<file path="config.mk">
export PLATFORM = sky130hd
export DESIGN_NAME = mixer_regfile
export DESIGN_NICKNAME = d
export VERILOG_FILES = /design/src/rtl/mixer_pkg.sv /design/src/rtl/mixer_ctrl_regs.sv /design/src/rtl/mixer_rate_bank.sv /design/src/rtl/mixer_field_decode.sv /design/src/rtl/mixer_regfile.sv
export SDC_FILE = /design/constraint.sdc
export NUM_CORES = 1
export LEC_CHECK = 0
export ABC_CLOCK_PERIOD_IN_PS = 3700
export BUFFER_PORTS_ARGS = -buffer_cell sky130_fd_sc_hd__buf_2
export CORE_MARGIN = 3
export CORE_UTILIZATION = 35
export DETAILED_ROUTE_END_ITERATION = 8
export GPL_ROUTABILITY_DRIVEN = 0
export GPL_TIMING_DRIVEN = 0
export HOLD_SLACK_MARGIN = 0.1
export PLACE_DENSITY = 0.49
export SLEW_MARGIN = 20
export SYNTH_ARGS = -nofsm -noshare
export SYNTH_HDL_FRONTEND = slang
export SYNTH_SLANG_ARGS = --single-unit
export TNS_END_PERCENT = 50
</file>
<file path="constraint.sdc">
create_clock -name clk -period 3.7 [get_ports clk]
set_clock_uncertainty 0.1 [all_clocks]
set_input_delay 0.555 -clock clk [delete_from_list [all_inputs] [get_ports clk]]
set_output_delay 0.555 -clock clk [all_outputs]
set_load 0.01 [all_outputs]
</file>
<file path="src/rtl/mixer_pkg.sv">
package mixer_pkg;
    localparam int DW        = 16;
    localparam int AW        = 8;
    localparam int NUM_RATES = 5;

    localparam logic [AW-1:0] A_RESET   = 8'h00;
    localparam logic [AW-1:0] A_MASTER  = 8'h02;
    localparam logic [AW-1:0] A_PCM     = 8'h18;
    localparam logic [AW-1:0] A_RECSEL  = 8'h1A;
    localparam logic [AW-1:0] A_RECGAIN = 8'h1C;
    localparam logic [AW-1:0] A_PWRDN   = 8'h26;
    localparam logic [AW-1:0] A_EXTID   = 8'h28;
    localparam logic [AW-1:0] A_EXTCTL  = 8'h2A;
    localparam logic [AW-1:0] A_RATE0   = 8'h2C;
    localparam logic [AW-1:0] A_VEND1   = 8'h7C;
    localparam logic [AW-1:0] A_VEND2   = 8'h7E;

    localparam logic [DW-1:0] M_MASTER  = 16'hBF3F;
    localparam logic [DW-1:0] M_PCM     = 16'h9F1F;
    localparam logic [DW-1:0] M_RECGAIN = 16'h8F0F;
    localparam logic [DW-1:0] M_RECSEL  = 16'h0707;
    localparam logic [DW-1:0] M_PWR_RO  = 16'h000F;
    localparam logic [DW-1:0] M_PWR_DROP = 16'h800F;

    localparam logic [DW-1:0] D_MASTER  = 16'h8000;
    localparam logic [DW-1:0] D_PCM     = 16'h8808;
    localparam logic [DW-1:0] D_RECGAIN = 16'h8808;
    localparam logic [DW-1:0] D_PWRDN   = 16'h000F;
    localparam logic [DW-1:0] D_EXTID   = 16'h0809;
    localparam logic [DW-1:0] D_EXTCTL  = 16'h0009;
    localparam logic [DW-1:0] D_RATE    = 16'hBB80;
    localparam logic [DW-1:0] D_VEND1   = 16'h8384;
    localparam logic [DW-1:0] D_VEND2   = 16'h7600;

    localparam int VRA_BIT = 0;
    localparam int VRM_BIT = 3;

    typedef enum logic [1:0] {
        SZ_BYTE  = 2'd0,
        SZ_WORD  = 2'd1,
        SZ_DWORD = 2'd2,
        SZ_RSVD  = 2'd3
    } acc_size_e;

    typedef enum logic [1:0] {
        GATE_NONE,
        GATE_VRA,
        GATE_VRM
    } rate_gate_e;

    function automatic rate_gate_e gate_of(input int idx);
        case (idx)
            0, 3:    return GATE_VRA;
            4:       return GATE_VRM;
            default: return GATE_NONE;
        endcase
    endfunction

    typedef struct packed {
        logic [DW-1:0] master;
        logic [DW-1:0] pcm;
        logic [DW-1:0] recgain;
        logic [DW-1:0] recsel;
        logic [DW-1:0] pwrdn;
        logic [DW-1:0] extctl;
    } ctrl_regs_t;

    localparam ctrl_regs_t CTRL_DEFAULTS = '{
        master:  D_MASTER,
        pcm:     D_PCM,
        recgain: D_RECGAIN,
        recsel:  '0,
        pwrdn:   D_PWRDN,
        extctl:  D_EXTCTL
    };
endpackage

</file>
<file path="src/rtl/mixer_ctrl_regs.sv">
module mixer_ctrl_regs
    import mixer_pkg::*;
#(
    parameter int DATA_W = DW,
    parameter int ADDR_W = AW
) (
    input  logic              clk,
    input  logic              rst_n,
    input  logic              wr_en,
    input  logic [ADDR_W-1:0] addr,
    input  logic [DATA_W-1:0] wdata,
    output ctrl_regs_t        regs,
    output logic              load_defaults,
    output logic              force_vra,
    output logic              force_vrm
);
    ctrl_regs_t regs_d, regs_q;

    always_comb begin
        regs_d = regs_q;
        if (wr_en) begin
            case (addr)
                A_RESET:   regs_d = CTRL_DEFAULTS;
                A_MASTER:  regs_d.master  = wdata & M_MASTER;
                A_PCM:     regs_d.pcm     = wdata & M_PCM;
                A_RECGAIN: regs_d.recgain = wdata & M_RECGAIN;
                A_RECSEL:  regs_d.recsel  = wdata & M_RECSEL;
                A_PWRDN:   regs_d.pwrdn   = (wdata & ~M_PWR_DROP)
                                          | (regs_q.pwrdn & M_PWR_RO);
                A_EXTCTL:  regs_d.extctl  = wdata;
                default:   ;
            endcase
        end
    end

    always_ff @(posedge clk or negedge rst_n) begin
        if (!rst_n) regs_q <= CTRL_DEFAULTS;
        else        regs_q <= regs_d;
    end

    assign regs          = regs_q;
    assign load_defaults = wr_en && (addr == A_RESET);
    assign force_vra     = wr_en && (addr == A_EXTCTL) && !wdata[VRA_BIT];
    assign force_vrm     = wr_en && (addr == A_EXTCTL) && !wdata[VRM_BIT];

    // master volume keeps only its defined bits
    p_master_mask_r2: assert property (@(posedge clk) disable iff (!rst_n)
        (wr_en && addr == A_MASTER) |=> regs_q.master == ($past(wdata) & M_MASTER));

    // power-down status bits survive a write, bit 15 drops
    p_pwrdn_status_r4: assert property (@(posedge clk) disable iff (!rst_n)
        (wr_en && addr == A_PWRDN) |=>
            (regs_q.pwrdn[3:0] == $past(regs_q.pwrdn[3:0])) && !regs_q.pwrdn[15]);
endmodule

</file>
<file path="src/rtl/mixer_rate_bank.sv">
module mixer_rate_bank
    import mixer_pkg::*;
#(
    parameter int DATA_W    = DW,
    parameter int ADDR_W    = AW,
    parameter int N_RATES   = NUM_RATES
) (
    input  logic                            clk,
    input  logic                            rst_n,
    input  logic                            wr_en,
    input  logic [ADDR_W-1:0]               addr,
    input  logic [DATA_W-1:0]               wdata,
    input  logic                            vra_en,
    input  logic                            vrm_en,
    input  logic                            load_defaults,
    input  logic                            force_vra,
    input  logic                            force_vrm,
    output logic [N_RATES-1:0][DATA_W-1:0]  rates,
    output logic                            rate_chg,
    output logic [N_RATES-1:0]              rate_chan,
    output logic [DATA_W-1:0]               rate_val
);
    typedef struct packed {
        logic [N_RATES-1:0][DATA_W-1:0] rate;
        logic                           chg;
        logic [N_RATES-1:0]             chan;
        logic [DATA_W-1:0]              val;
    } bank_t;

    bank_t bank_d, bank_q;
    logic [N_RATES-1:0] hit;
    logic [N_RATES-1:0] reload;

    for (genvar gi = 0; gi < N_RATES; gi++) begin : g_chan
        localparam rate_gate_e GATE = gate_of(gi);
        localparam logic [ADDR_W-1:0] CH_ADDR = ADDR_W'(A_RATE0 + ADDR_W'(2 * gi));
        logic allow;
        if (GATE == GATE_VRA) begin : g_vra
            assign allow     = vra_en;
            assign reload[gi] = load_defaults || force_vra;
        end else if (GATE == GATE_VRM) begin : g_vrm
            assign allow     = vrm_en;
            assign reload[gi] = load_defaults || force_vrm;
        end else begin : g_free
            assign allow     = 1'b1;
            assign reload[gi] = load_defaults;
        end
        assign hit[gi] = wr_en && (addr == CH_ADDR) && allow;
    end

    always_comb begin
        bank_d      = bank_q;
        bank_d.chan = '0;
        for (int i = 0; i < N_RATES; i++) begin
            if (reload[i]) begin
                bank_d.rate[i] = D_RATE;
                bank_d.chan[i] = 1'b1;
                bank_d.val     = D_RATE;
            end else if (hit[i]) begin
                bank_d.rate[i] = wdata;
                bank_d.chan[i] = 1'b1;
                bank_d.val     = wdata;
            end
        end
        bank_d.chg = |bank_d.chan;
    end

    always_ff @(posedge clk or negedge rst_n) begin
        if (!rst_n) begin
            bank_q.rate <= {N_RATES{D_RATE}};
            bank_q.chg  <= 1'b0;
            bank_q.chan <= '0;
            bank_q.val  <= D_RATE;
        end else begin
            bank_q <= bank_d;
        end
    end

    assign rates     = bank_q.rate;
    assign rate_chg  = bank_q.chg;
    assign rate_chan = bank_q.chan;
    assign rate_val  = bank_q.val;

    // a front-rate write with the variable-rate enable clear leaves it alone
    p_front_gate_r5: assert property (@(posedge clk) disable iff (!rst_n)
        (wr_en && addr == A_RATE0 && !vra_en && !load_defaults) |=>
            bank_q.rate[0] == $past(bank_q.rate[0]));

    // clearing the enable bit returns the front rate to 48000
    p_force_default_r6: assert property (@(posedge clk) disable iff (!rst_n)
        force_vra |=> bank_q.rate[0] == D_RATE);

    // a strobe for channel 0 carries the value now stored there
    p_strobe_value_r11: assert property (@(posedge clk) disable iff (!rst_n)
        (bank_q.chg && bank_q.chan[0]) |-> bank_q.val == bank_q.rate[0]);
endmodule

</file>
<file path="src/rtl/mixer_field_decode.sv">
module mixer_field_decode
    import mixer_pkg::*;
(
    input  ctrl_regs_t  regs,
    output logic        mst_mute,
    output logic [5:0]  mst_left,
    output logic [5:0]  mst_right,
    output logic        pcm_mute,
    output logic [4:0]  pcm_left,
    output logic [4:0]  pcm_right,
    output logic        rec_mute,
    output logic [3:0]  rec_left,
    output logic [3:0]  rec_right,
    output logic [2:0]  src_left,
    output logic [2:0]  src_right
);
    always_comb begin
        mst_mute  = regs.master[15];
        mst_left  = regs.master[13:8];
        mst_right = regs.master[5:0];
        pcm_mute  = regs.pcm[15];
        pcm_left  = regs.pcm[12:8];
        pcm_right = regs.pcm[4:0];
        rec_mute  = regs.recgain[15];
        rec_left  = regs.recgain[11:8];
        rec_right = regs.recgain[3:0];
        src_left  = regs.recsel[10:8];
        src_right = regs.recsel[2:0];
    end
endmodule

</file>
<file path="src/rtl/mixer_regfile.sv">
module mixer_regfile
    import mixer_pkg::*;
#(
    parameter int DATA_W  = DW,
    parameter int ADDR_W  = AW,
    parameter int N_RATES = NUM_RATES
) (
    input  logic               clk,
    input  logic               rst_n,
    input  logic               acc_valid,
    input  logic               acc_write,
    input  logic [1:0]         acc_size,
    input  logic [ADDR_W-1:0]  acc_addr,
    input  logic [DATA_W-1:0]  acc_wdata,
    output logic [DATA_W-1:0]  acc_rdata,
    output logic               rate_chg,
    output logic [N_RATES-1:0] rate_chan,
    output logic [DATA_W-1:0]  rate_val,
    output logic               mst_mute,
    output logic [5:0]         mst_left,
    output logic [5:0]         mst_right,
    output logic               pcm_mute,
    output logic [4:0]         pcm_left,
    output logic [4:0]         pcm_right,
    output logic               rec_mute,
    output logic [3:0]         rec_left,
    output logic [3:0]         rec_right,
    output logic [2:0]         src_left,
    output logic [2:0]         src_right
);
    localparam logic [DATA_W-1:0] ALL_ONES = '1;

    logic       is_word;
    logic       word_wr;
    ctrl_regs_t regs;
    logic       load_defaults, force_vra, force_vrm;
    logic [N_RATES-1:0][DATA_W-1:0] rates;
    logic [DATA_W-1:0] word_rd;
    logic [DATA_W-1:0] rdata_d, rdata_q;

    assign is_word = (acc_size == SZ_WORD);
    assign word_wr = acc_valid && acc_write && is_word;

    mixer_ctrl_regs #(.DATA_W(DATA_W), .ADDR_W(ADDR_W)) u_ctrl (
        .clk           (clk),
        .rst_n         (rst_n),
        .wr_en         (word_wr),
        .addr          (acc_addr),
        .wdata         (acc_wdata),
        .regs          (regs),
        .load_defaults (load_defaults),
        .force_vra     (force_vra),
        .force_vrm     (force_vrm)
    );

    mixer_rate_bank #(.DATA_W(DATA_W), .ADDR_W(ADDR_W), .N_RATES(N_RATES)) u_rates (
        .clk           (clk),
        .rst_n         (rst_n),
        .wr_en         (word_wr),
        .addr          (acc_addr),
        .wdata         (acc_wdata),
        .vra_en        (regs.extctl[VRA_BIT]),
        .vrm_en        (regs.extctl[VRM_BIT]),
        .load_defaults (load_defaults),
        .force_vra     (force_vra),
        .force_vrm     (force_vrm),
        .rates         (rates),
        .rate_chg      (rate_chg),
        .rate_chan     (rate_chan),
        .rate_val      (rate_val)
    );

    mixer_field_decode u_decode (
        .regs      (regs),
        .mst_mute  (mst_mute),
        .mst_left  (mst_left),
        .mst_right (mst_right),
        .pcm_mute  (pcm_mute),
        .pcm_left  (pcm_left),
        .pcm_right (pcm_right),
        .rec_mute  (rec_mute),
        .rec_left  (rec_left),
        .rec_right (rec_right),
        .src_left  (src_left),
        .src_right (src_right)
    );

    always_comb begin
        word_rd = '0;
        case (acc_addr)
            A_MASTER:  word_rd = regs.master;
            A_PCM:     word_rd = regs.pcm;
            A_RECGAIN: word_rd = regs.recgain;
            A_RECSEL:  word_rd = regs.recsel;
            A_PWRDN:   word_rd = regs.pwrdn;
            A_EXTID:   word_rd = D_EXTID;
            A_EXTCTL:  word_rd = regs.extctl;
            A_VEND1:   word_rd = D_VEND1;
            A_VEND2:   word_rd = D_VEND2;
            default:   ;
        endcase
        for (int i = 0; i < N_RATES; i++) begin
            if (acc_addr == ADDR_W'(A_RATE0 + ADDR_W'(2 * i))) word_rd = rates[i];
        end
    end

    always_comb begin
        rdata_d = rdata_q;
        if (acc_valid && !acc_write) rdata_d = is_word ? word_rd : ALL_ONES;
    end

    always_ff @(posedge clk or negedge rst_n) begin
        if (!rst_n) rdata_q <= '0;
        else        rdata_q <= rdata_d;
    end

    assign acc_rdata = rdata_q;

    // a read of any size other than word returns all ones
    p_nonword_ones_r10: assert property (@(posedge clk) disable iff (!rst_n)
        (acc_valid && !acc_write && !is_word) |=> acc_rdata == ALL_ONES);

    // vendor identity reads back its fixed value
    p_vendor_fixed_r7: assert property (@(posedge clk) disable iff (!rst_n)
        (acc_valid && !acc_write && is_word && acc_addr == A_VEND1) |=>
            acc_rdata == D_VEND1);

    // read data holds while no read is issued
    p_rdata_hold_r13: assert property (@(posedge clk) disable iff (!rst_n)
        !(acc_valid && !acc_write) |=> $stable(acc_rdata));
endmodule

</file>
Word level (Yosys, flattened, before mapping)
Index checks and enable logic that the tools add are counted.
{"block": "classes", "eq_ne": 15, "n_mux": 40, "n_bitwise": 1, "n_reduce_logical": 40}
{"operator": "2-to-1 mux 16 bit", "count": 23}
{"operator": "case mux 16 bit (2 select lines)", "count": 6}
{"operator": "case mux 16 bit (9 select lines)", "count": 1}
{"operator": "== test 8 x 6 -> 1 bit, second input constant", "count": 8}
{"operator": "2-to-1 mux 17 bit", "count": 2}
{"operator": "== test 8 x 5 -> 1 bit, second input constant", "count": 3}
{"operator": "nonzero test 2 bit", "count": 11}
{"operator": "== test 8 x 7 -> 1 bit, second input constant", "count": 2}
{"operator": "logical AND 1 bit", "count": 15}
{"operator": "OR 15 x 4 -> 15 bit", "count": 1}
{"operator": "AND reduction 2 bit", "count": 6}
{"operator": "== test 8 x 2 -> 1 bit, second input constant", "count": 1}
{"operator": "logical NOT 8 bit", "count": 1}
{"operator": "2-to-1 mux 1 bit", "count": 8}
{"operator": "nonzero test 8 bit", "count": 1}
{"operator": "OR reduction 5 bit", "count": 1}
{"operator": "logical NOT 1 bit", "count": 3}
{"operator": "== test 2 x 1 -> 1 bit, second input constant", "count": 1}
{"operator": "logical OR 1 bit", "count": 2}
{"block": "totals", "register_bits": 214}

Depth between registers and ports, before layout
Gate-level depths: netlist of the first run.
{"block": "depth", "depth_word": 13, "depth_mapped": 10}

Hierarchy
From an unflattened synthesis of the first run, not the netlist that was laid out.
{"block": "unflattened", "cells_unflattened": 1089, "hier_area_um2": 10530.1}
{"mod": "mixer_rate_bank", "cells_per_inst": 387, "area_each_um2": 4276.6, "seq_area_each_um2": 2605.0, "n_inst": 1}
{"mod": "mixer_ctrl_regs", "cells_per_inst": 307, "area_each_um2": 3377.0, "seq_area_each_um2": 1689.1, "n_inst": 1}
{"mod": "mixer_regfile", "cells_per_inst": 356, "area_each_um2": 2583.7, "seq_area_each_um2": 400.4, "n_inst": 1}
{"mod": "mixer_field_decode", "cells_per_inst": 39, "area_each_um2": 292.8, "seq_area_each_um2": 0.0, "n_inst": 1}

Least setup slack after synthesis of the first run
No wires, ideal clock.
{"block": "synth_path", "kind": "input port to flip-flop", "from": "in acc_addr[4]", "to": "reg u_rates.bank_q, in the netlist u_rates.rate_val[12]", "required_time_ns": 3.517, "arrival_time_ns": 2.116, "slack_ns": 1.401, "path_stages": 7, "n_path_buf": 2, "path_cell_list": "buf_2 > nor4b_4 > buf_4 > nand3_1 > nor2_1 > nor3_4 > a221o_1"}
{"block": "synth_between", "elab_chain_cells": 12, "word_cells_on_any_way": 30, "cone_classes": "eq/ne: 6; mux: 8; reduce/logical: 16"}
{"element": "start: declaration", "line": "mixer_regfile.sv:13", "text": "input logic [ADDR_W-1:0] acc_addr,"}
{"element": "== test 8 x 6 -> 1 bit", "line": "mixer_ctrl_regs.sv:43, mixer_ctrl_regs.sv:44"}
{"element": "logical AND 1 bit", "line": "mixer_ctrl_regs.sv:43, mixer_ctrl_regs.sv:44"}
{"element": "logical AND 1 bit", "line": "mixer_ctrl_regs.sv:43", "text": "assign force_vra = wr_en && (addr == A_EXTCTL) && !wdata[VRA_BIT];"}
{"element": "logical OR 1 bit", "line": "mixer_rate_bank.sv:40", "text": "assign reload[gi] = load_defaults || force_vra;"}
{"element": "2-to-1 mux 17 bit", "line": "mixer_rate_bank.sv:55", "text": "if (reload[i]) begin"}
{"element": "2-to-1 mux 16 bit (2 in a row)", "line": "mixer_rate_bank.sv:59", "text": "end else if (hit[i]) begin"}
{"element": "2-to-1 mux 16 bit", "line": "mixer_rate_bank.sv:55"}
{"element": "2-to-1 mux 16 bit", "line": "mixer_rate_bank.sv:59"}
{"element": "2-to-1 mux 16 bit", "line": "mixer_rate_bank.sv:55"}
{"element": "2-to-1 mux 16 bit", "line": "mixer_rate_bank.sv:59"}
{"element": "2-to-1 mux 16 bit", "line": "mixer_rate_bank.sv:55"}
{"element": "end signal: assignment", "line": "mixer_rate_bank.sv:75", "text": "bank_q <= bank_d;"}
{"element": "end: declaration", "line": "mixer_rate_bank.sv:30", "text": "bank_t bank_d, bank_q;"}
Parallel ways exist; a longest one is shown, timed or not.
A chain may end at the register's enable or synchronous reset.

Worst setup path in the final report of the first run
{"block": "layout_path", "from": "in acc_addr[2]", "to": "reg rdata_q[4] (netlist: acc_rdata[4])"}
{"block": "layout_between", "elab_chain_cells": 8, "word_cells_on_any_way": 21, "cone_classes": "eq/ne: 14; mux: 7"}
{"element": "== test 8 x 7 -> 1 bit, or another cell as far along", "line": "mixer_regfile.sv:90", "text": "case (acc_addr)"}
{"element": "case mux 16 bit (9 select lines)", "line": "mixer_regfile.sv:90"}
{"element": "2-to-1 mux 16 bit (4 in a row)", "line": "mixer_regfile.sv:103", "text": "if (acc_addr == ADDR_W'(A_RATE0 + ADDR_W'(2 * i))) word_rd = rates[i];"}
{"element": "2-to-1 mux 16 bit (*)", "line": "mixer_regfile.sv:103"}
{"element": "2-to-1 mux 16 bit (*)", "line": "mixer_regfile.sv:109", "text": "if (acc_valid && !acc_write) rdata_d = is_word ? word_rd : ALL_ONES;"}
{"element": "end signal: assignment", "line": "mixer_regfile.sv:114", "text": "else rdata_q <= rdata_d;"}
{"element": "end: declaration", "line": "mixer_regfile.sv:39", "text": "logic [DATA_W-1:0] rdata_d, rdata_q;"}
Every way passes the cells marked *; elsewhere a longest branch is shown, timed or not.

==> flow_summary_export.csv, run 1 <==
group,metric,value,unit
setup_path,worst-r2r-setup-slack,1.50,ns
synthesis,yosysMostFrequentCell,"sky130_fd_sc_hd__nand2_1",
setup_path,critPathMostFrequentCell,"sky130_fd_sc_hd__buf_2",
power_and_ir_drop,power_switching_share,28.0,%
synthesis,post_synth_main_area_contributors,"sky130_fd_sc_hd__dfrtp_1, sky130_fd_sc_hd__dfstp_2, sky130_fd_sc_hd__nand2_1",
final_layout,num-nets-final,1100,
floorplan,fp.dieArea,27900,um^2
power_and_ir_drop,internal_power,3.09,mW
floorplan,floorplan.initialDensity,35.9,%
synthesis,synthesis.nets,979,
outcome,outcome,"finished clean",
route,post-route-drc-count,0,
synthesis,ys_types,61,
timing,grt_setup_unrepaired,"false",
timing,fmax,0.350,GHz
synthesis,synthesized_area_per_cell,9.58,um^2
timing,timing.final.max_slew_violations,0,
place,dpl.hpwl,24900,um
synthesis,synth_seq_area_share,51.6,%
power_and_ir_drop,cellPowerDensity,402,nW/um^2
floorplan,die_width,167,um
timing,period_share,77.3,%
route,routed-via-count,7994,
setup_path,timing.critical_path.required,3.97,ns
power_and_ir_drop,post-layout-total-power,4.29,mW
setup_path,worst-endpoint-arrival,3.13,ns
route,antenna_violating_nets_post_route,0,
global_route,overall_global_routing_resource_usage,25.5,%
synthesis,synth_area,9090,um^2
global_route,grt_max_degree,90,
clock_network,clock_tree.root_cell,"sky130_fd_sc_hd__clkbuf_16",
route,drt_pre_antenna_iters,7,
clock_network,worstSkewPairLatency,0.45,ns
worst_hold_path,hold_path_startpoint,"acc_wdata[1]",
power_and_ir_drop,power.share.combinational,7.9,%
synthesis,yosysTopAreaCellShare,36.6,%
setup_path,r2r_end,"acc_rdata[2]$_DFFE_PN0P_",
setup_path,crit_cells,10,
power_and_ir_drop,netSwitchingPower,1.20,mW
route,wl_per_cell,25.1,um
clock_network,cts_made_buffers,17,
global_route,grt_antenna_before_repair,0,
synthesis,dominantRegCellSynth,"sky130_fd_sc_hd__dfrtp_1",
setup_path,critical_path_peak_fanout,10,
synthesis,synth_enable_flop_cells,0,
clock_network,register_clock_pin_slew_on_the_reported_worst_setup_and_hold_paths,0.08,ns
route,detailedRoute.firstIterationViolations,773,
floorplan,rows,58,
timing,layout_min_cycle_time,2.86,ns
final_layout,num_antenna_cells,0,
final_layout,design_area,10700,um^2
clock_network,cts_num_sinks,185,
setup_path,crit_path_start_kind,"input port",
synthesis,postSynthRegisterBits,185,
setup_path,timing.critical_path.cells,"buf_2, buf_2, buf_2, clkbuf_1, o21ai_0, nand2_1, a32oi_1, o21ai_0, o211ai_1, a21oi_1",
final_layout,areaGrowthSynthToFinish,17.3,%
place,placement.cell_area,10100,um^2
route,routed_wirelength,35500,um
floorplan,core_region_area,25300,um^2
timing,slew-limit-headroom,33.3,%
timing,report.final.hold_viol_count,0,
floorplan,floorplan.io_pins,107,
worst_hold_path,worst_hold_path.num_cells,2,
setup_path,crit_slowest_cell,"sky130_fd_sc_hd__clkbuf_1",
job,maxcap_viol_count,0,
synthesis,yosys-top-cells-count,"sky130_fd_sc_hd__nand2_1, sky130_fd_sc_hd__dfrtp_1, sky130_fd_sc_hd__nor2_1",
setup_path,worst_path_dominant_cell_family,"buffers and inverters",
clock_network,tritoncts,"done",
place,dpl_worst_slack,0.478,ns
global_route,grt_pass1_vias,7823,
setup_path,r2r-start,"u_ctrl.regs[19]$_DFFE_PN1P_",
global_route,residual_overflow_from_global_routing,0,
clock_network,cts_setup_buffers,0,
timing,final.setup.worst_slack,0.841,ns
power_and_ir_drop,leakage,4.94,nW
route,vias_per_cell,5.66,
worst_hold_path,timing.hold.worst.class,"in -> reg",
power_and_ir_drop,p_seq_share,49.1,%
setup_path,cp.buffers_inverters,4,
worst_hold_path,worstHoldEndpoint,"u_ctrl.regs[1]$_DFFE_PN0P_",
setup_path,critPathCaptureType,"flip-flop",
power_and_ir_drop,clockPowerShare,43.0,%
clock_network,cts_htree_levels,4,
synthesis,synthCells,949,
floorplan,floorplan.die.height,167,um
timing,worst_slew_pin_slew,1.00,ns
global_route,grt_first_pass_wirelength,52900,um
timing,setup-violations-final,0,
place,buffer_ports.inserted,98,
power_and_ir_drop,peakVddDrop,0.000275,V
synthesis,synth_top_cell_by_area,"sky130_fd_sc_hd__dfrtp_1",
final_layout,final_core_util,42.1,%
setup_path,reg2regPathDepth,6,
setup_path,crit_path_max_incr_delay,0.58,ns
final_layout,drive_gt1_share,25.9,%
synthesis,synth-async-reset-ratio,100,%
clock_network,clk_buf_depth,2,
setup_path,setup.worst_path.class,"in -> reg",
synthesis,synth_warnings,0,
-- how the worst max path moves through the flow --
| stage | startpoint | to |
|---|---|---|
| floorplan | acc_addr[4] | u_rates.rate_val[12]$_DFFE_PN1P_ |
| global placement | rst_n | u_ctrl.regs[27]$_DFFE_PN0P_ |
| detailed placement | acc_addr[7] | u_rates.rates[32]$_DFFE_PN0P_ |
| CTS | acc_addr[7] | u_rates.rates[32]$_DFFE_PN0P_ |
| global route | acc_addr[7] | u_rates.rates[42]$_DFFE_PN0P_ |
| finish | acc_addr[2] | acc_rdata[4]$_DFFE_PN0P_ |
-- per-layer routing --
metal	GRT usage, %	vias to the layer above	wire [um]
met3	4.06	73	2490
met4	10.2	0	1360
met5	0	-	0
met1	37.2	3973	16100
met2	38.0	357	15600
li1	-	3591	-
-- layout by cell type (no fill, tap or decap), types with 7 or more instances in the layout --
master	count
sky130_fd_sc_hd__nand2_1	198
sky130_fd_sc_hd__dfrtp_1	133
sky130_fd_sc_hd__buf_2	122
sky130_fd_sc_hd__nor2_1	57
sky130_fd_sc_hd__a21oi_1	55
sky130_fd_sc_hd__o21ai_0	55
sky130_fd_sc_hd__dfstp_2	52
sky130_fd_sc_hd__clkbuf_1	50
sky130_fd_sc_hd__a22o_1	48
sky130_fd_sc_hd__buf_4	40
sky130_fd_sc_hd__nand3_1	34
sky130_fd_sc_hd__o211ai_1	20
sky130_fd_sc_hd__mux2i_1	19
sky130_fd_sc_hd__clkbuf_16	17
sky130_fd_sc_hd__mux2_2	13
sky130_fd_sc_hd__a221oi_1	12
sky130_fd_sc_hd__a22oi_1	10
sky130_fd_sc_hd__o22a_1	10
sky130_fd_sc_hd__nor2b_1	9
sky130_fd_sc_hd__a32oi_1	8
sky130_fd_sc_hd__a2bb2oi_1	7
-- flip-flops by register name (all words and copies together), names as in the netlist --
name,cells
u_rates.rates,80
u_ctrl.regs,67
acc_rdata,16
u_rates.rate_val,16
u_rates.rate_chan,5
u_rates.rate_chg,1
-- kinds of logic after synthesis --
group / count (synthesis) / share of synthesized area, %
buffers and inverters: 122 / 7.10
DFF: 185 / 51.6
and+or+nand+nor: 356 / 18.3
AOI/OAI and AO/OA: 254 / 19.2
muxes: 32 / 3.70
-- power by group through the flow --
stage	clock network [mW]	registers, mW	logic, mW
final	1.84	2.11	0.341
after global routing	1.95	2.11	0.368
after floorplan	0	2.15	0.141
after detailed placement	0	2.14	0.340
after CTS	1.87	2.11	0.342
after global placement	0	2.14	0.331
-- cell type report --
type / instances / area [um^2]
Clock buffer: 17 / 425
Tap cell: 330 / 413
Multi-Input combinational cell: 642 / 3760
Timing Repair Buffer: 102 / 571
Sequential cell: 185 / 4690
Buffer: 116 / 623
Fill cell: 2523 / 14700
Inverter: 6 / 22.5
Clock inverter: 15 / 160
-- worst register-to-register path, stage by stage (launching register included) --
cell and delay, ns:
sky130_fd_sc_hd__dfstp_2 0.37, sky130_fd_sc_hd__o21ai_0 0.49, sky130_fd_sc_hd__a21oi_1 0.15, sky130_fd_sc_hd__a21oi_1 0.35
sky130_fd_sc_hd__o221ai_1 0.30, sky130_fd_sc_hd__o211ai_1 0.20, sky130_fd_sc_hd__a31oi_1 0.12
-- stage by stage --
step           setup TNS (ns)  std cells  hold slack [ns]
6_report                    0       1413            0.244
5_1_grt                     0       1413            0.241
4_1_cts                     0       1413            0.231
3_5_place_dp                0       1380            0.317
3_3_place_gp          -171.82       1377            0.364
2_1_floorplan               0        949            0.159
-- repair_timing --
action / 4_1_cts / 5_1_grt
hold buffers: 1 / 0
endpoints found under the setup margin: 0 / 0
gates resized for setup: 0 / 0
endpoints found under the hold margin: 26 / 0
Note: power is estimated with default switching activity, not from simulation.
==> run 2: changes to the inputs <==
- ABC_CLOCK_PERIOD_IN_PS: 3700 -> 2350
- PLACE_DENSITY: 0.49 -> 0.51
- clock period: 3.7 -> 2.35 ns (I/O delays scaled with it)
==> run 2 against run 1 <==
  * Critical path depth is 2 lower
  * Total power is 62% higher
  * Worst setup slack worse by 0.83 ns
  * Combinational power is 60% higher
  * Wire length is 1.0% lower
  * Critical endpoint is now acc_rdata[8]$_DFFE_PN0P_
  * Register-to-register slack worse by 1.3 ns
==> flow_summary_export.csv, run 2 (same netlist as run 1, synthesis figures left out) <==
group,metric,value,unit
final_layout,nFillCells,2578,
setup_path,cp.buffers_inverters,3,
setup_path,crit_path_max_incr_delay,0.49,ns
global_route,grt_first_pass_wirelength,51900,um
power_and_ir_drop,cellPowerDensity,644,nW/um^2
timing,report.final.hold_viol_count,0,
final_layout,drive_gt1_share,27.3,%
final_layout,areaGrowthSynthToFinish,18.8,%
setup_path,critPathCaptureType,"flip-flop",
clock_network,cts_made_buffers,17,
route,post-route-drc-count,0,
setup_path,critical_path_peak_fanout,10,
global_route,grt_antenna_before_repair,1,
setup_path,crit_path_start_kind,"input port",
final_layout,seqCellArea,4690,um^2
clock_network,worstSkewPairLatency,0.44,ns
final_layout,num-nets-final,1103,
timing,worst_slew_pin_slew,1.03,ns
worst_hold_path,timing.hold.worst.class,"in -> reg",
floorplan,core_region_area,25300,um^2
final_layout,design_area,10800,um^2
final_layout,final_core_util,42.6,%
route,vias_per_cell,5.67,
clock_network,register_clock_pin_slew_on_the_reported_worst_setup_and_hold_paths,0.07,ns
route,wl_per_cell,24.8,um
floorplan,fp.dieArea,27900,um^2
setup_path,timing.critical_path.required,2.63,ns
timing,period_share,99.5,%
setup_path,worst_path_dominant_cell_family,"compound AO/OA/AOI/OAI gates",
floorplan,die_width,167,um
clock_network,tritoncts,"done",
job,maxcap_viol_count,0,
setup_path,timing.critical_path.cells,"buf_2, clkbuf_1, clkbuf_2, o21ai_0, a21oi_1, a21oi_1, a31oi_1, o22a_1",
setup_path,setup.worst_path.class,"in -> reg",
timing,layout_min_cycle_time,2.34,ns
route,detailedRoute.firstIterationViolations,920,
global_route,overall_global_routing_resource_usage,24.9,%
setup_path,crit_slowest_cell,"sky130_fd_sc_hd__clkbuf_2",
setup_path,worst-endpoint-arrival,2.61,ns
timing,hold-worst-slack,0.104,ns
timing,slew-limit-headroom,31.4,%
route,drt_pre_antenna_iters,5,
route,routed_wirelength,35100,um
timing,timing.final.max_slew_violations,0,
final_layout,max_ffs_per_register,80,
timing,fmax,0.428,GHz
final_layout,instances_no_fill,1417,
route,antenna_violating_nets_post_route,0,
route,routed-via-count,8032,
floorplan,floorplan.die.height,167,um
place,buffer_ports.inserted,98,
place,dpl.hpwl,24500,um
final_layout,layout_common_cells,"sky130_fd_sc_hd__nand2_1, sky130_fd_sc_hd__dfrtp_1, sky130_fd_sc_hd__buf_2, sky130_fd_sc_hd__a21oi_1",
global_route,grt_pass1_vias,7741,
outcome,outcome,"finished clean",
power_and_ir_drop,peakVddDrop,0.000441,V
floorplan,floorplan.initialDensity,35.9,%
final_layout,final_common_cell,"sky130_fd_sc_hd__nand2_1",
setup_path,critPathMostFrequentCell,"sky130_fd_sc_hd__a21oi_1",
clock_network,cts_num_sinks,185,
clock_network,clock_tree.root_cell,"sky130_fd_sc_hd__clkbuf_16",
clock_network,cts_htree_levels,4,
place,placed_cells,1380,
floorplan,floorplan.io_pins,107,
power_and_ir_drop,leakage,5.01,nW
global_route,grt_max_degree,89,
place,placement.cell_area,10100,um^2
floorplan,rows,58,
final_layout,multi_input_comb_area,3800,um^2
global_route,residual_overflow_from_global_routing,0,
clock_network,clk_buf_depth,2,
timing,setup-violations-final,0,
-- run 2: cell count changes in the layout (fill, tap and decap cells not counted), moves of 3 or more --
cell,delta
sky130_fd_sc_hd__nor2_1,-3
sky130_fd_sc_hd__clkinv_4,-4
sky130_fd_sc_hd__nor2_2,+3
sky130_fd_sc_hd__inv_8,-3
sky130_fd_sc_hd__bufinv_16,+3
sky130_fd_sc_hd__clkbuf_1,-9
sky130_fd_sc_hd__dlygate4sd3_1,+3
sky130_fd_sc_hd__clkbuf_2,+9
-- run 2: final cells by class --
class | count | area share (%)
clock buffer | 19 | 4.01
timing repair buffer | 107 | 5.70
inverter | 6 | 0.209
antenna | 1 | 0.0232
tap | 330 | 3.82
sequential | 185 | 43.5
buffer | 114 | 5.89
multi-input combinational | 642 | 35.2
clock inverter | 13 | 1.68
-- run 2: per-stage QoR --
| step | worst slack (ns) | total power [mW] | TNS, ns |
|---|---|---|---|
| 2_1_floorplan | 0.253 | 3.61 | 0 |
| 3_3_place_gp | -2.42 | 3.89 | -457.34 |
| 3_5_place_dp | -0.725 | 3.91 | -65.47 |
| 4_1_cts | 0.0123 | 6.98 | 0 |
| 5_1_grt | -0.00584 | 7.17 | -0.00584 |
| 6_report | 0.0110 | 6.96 | 0 |
-- run 2: power by group --
part           internal, mW  total, mW  leakage [nW]  switching (mW)
sequential             3.27       3.32          2.33          0.0443
clock                  1.71       3.09         0.299            1.38
combinational         0.172      0.546          2.37           0.374
-- run 2: worst paths after layout --
check / startpoint / to / slack [ns] / depth (start not counted)
setup / recovery: acc_addr[1] / acc_rdata[8]$_DFFE_PN0P_ / 0.01 / 8
hold / removal: acc_wdata[7] / u_rates.rate_val[7]$_DFFE_PN1P_ / 0.10 / 3
setup reg to reg: u_ctrl.regs[19]$_DFFE_PN1P_ / acc_rdata[2]$_DFFE_PN0P_ / 0.18 / 6
hold reg to reg: u_rates.rates[79]$_DFFE_PN1P_ / u_rates.rates[79]$_DFFE_PN1P_ / 0.38 / 2
max in group asynchronous: rst_n / u_rates.rates[13]$_DFFE_PN1P_ / 0.79 / 4
min in group asynchronous: rst_n / u_rates.rates[53]$_DFFE_PN0P_ / 0.25 / 2
-- run 2: per-layer routing --
metal  share of wire (%)  global-route usage [%]
met2                  45                    37.3
met4                 2.7                    8.43
met5                   0                       0
met1                  45                    36.1
met3                 7.7                    4.96
-- run 2: worst min-delay path, cell delays in order --
cell and delay [ns]:
sky130_fd_sc_hd__buf_4 0.15, sky130_fd_sc_hd__nand2_1 0.06, sky130_fd_sc_hd__a2bb2oi_1 0.06
-- run 2: what timing repair did --
action	in CTS	in global routing
endpoints found under the hold margin	109	0
setup endpoints to repair	56	67
gates cloned	0	0
resized for setup	8	19
hold buffers	4	0
setup buffers	2	0
pin swaps	1	0
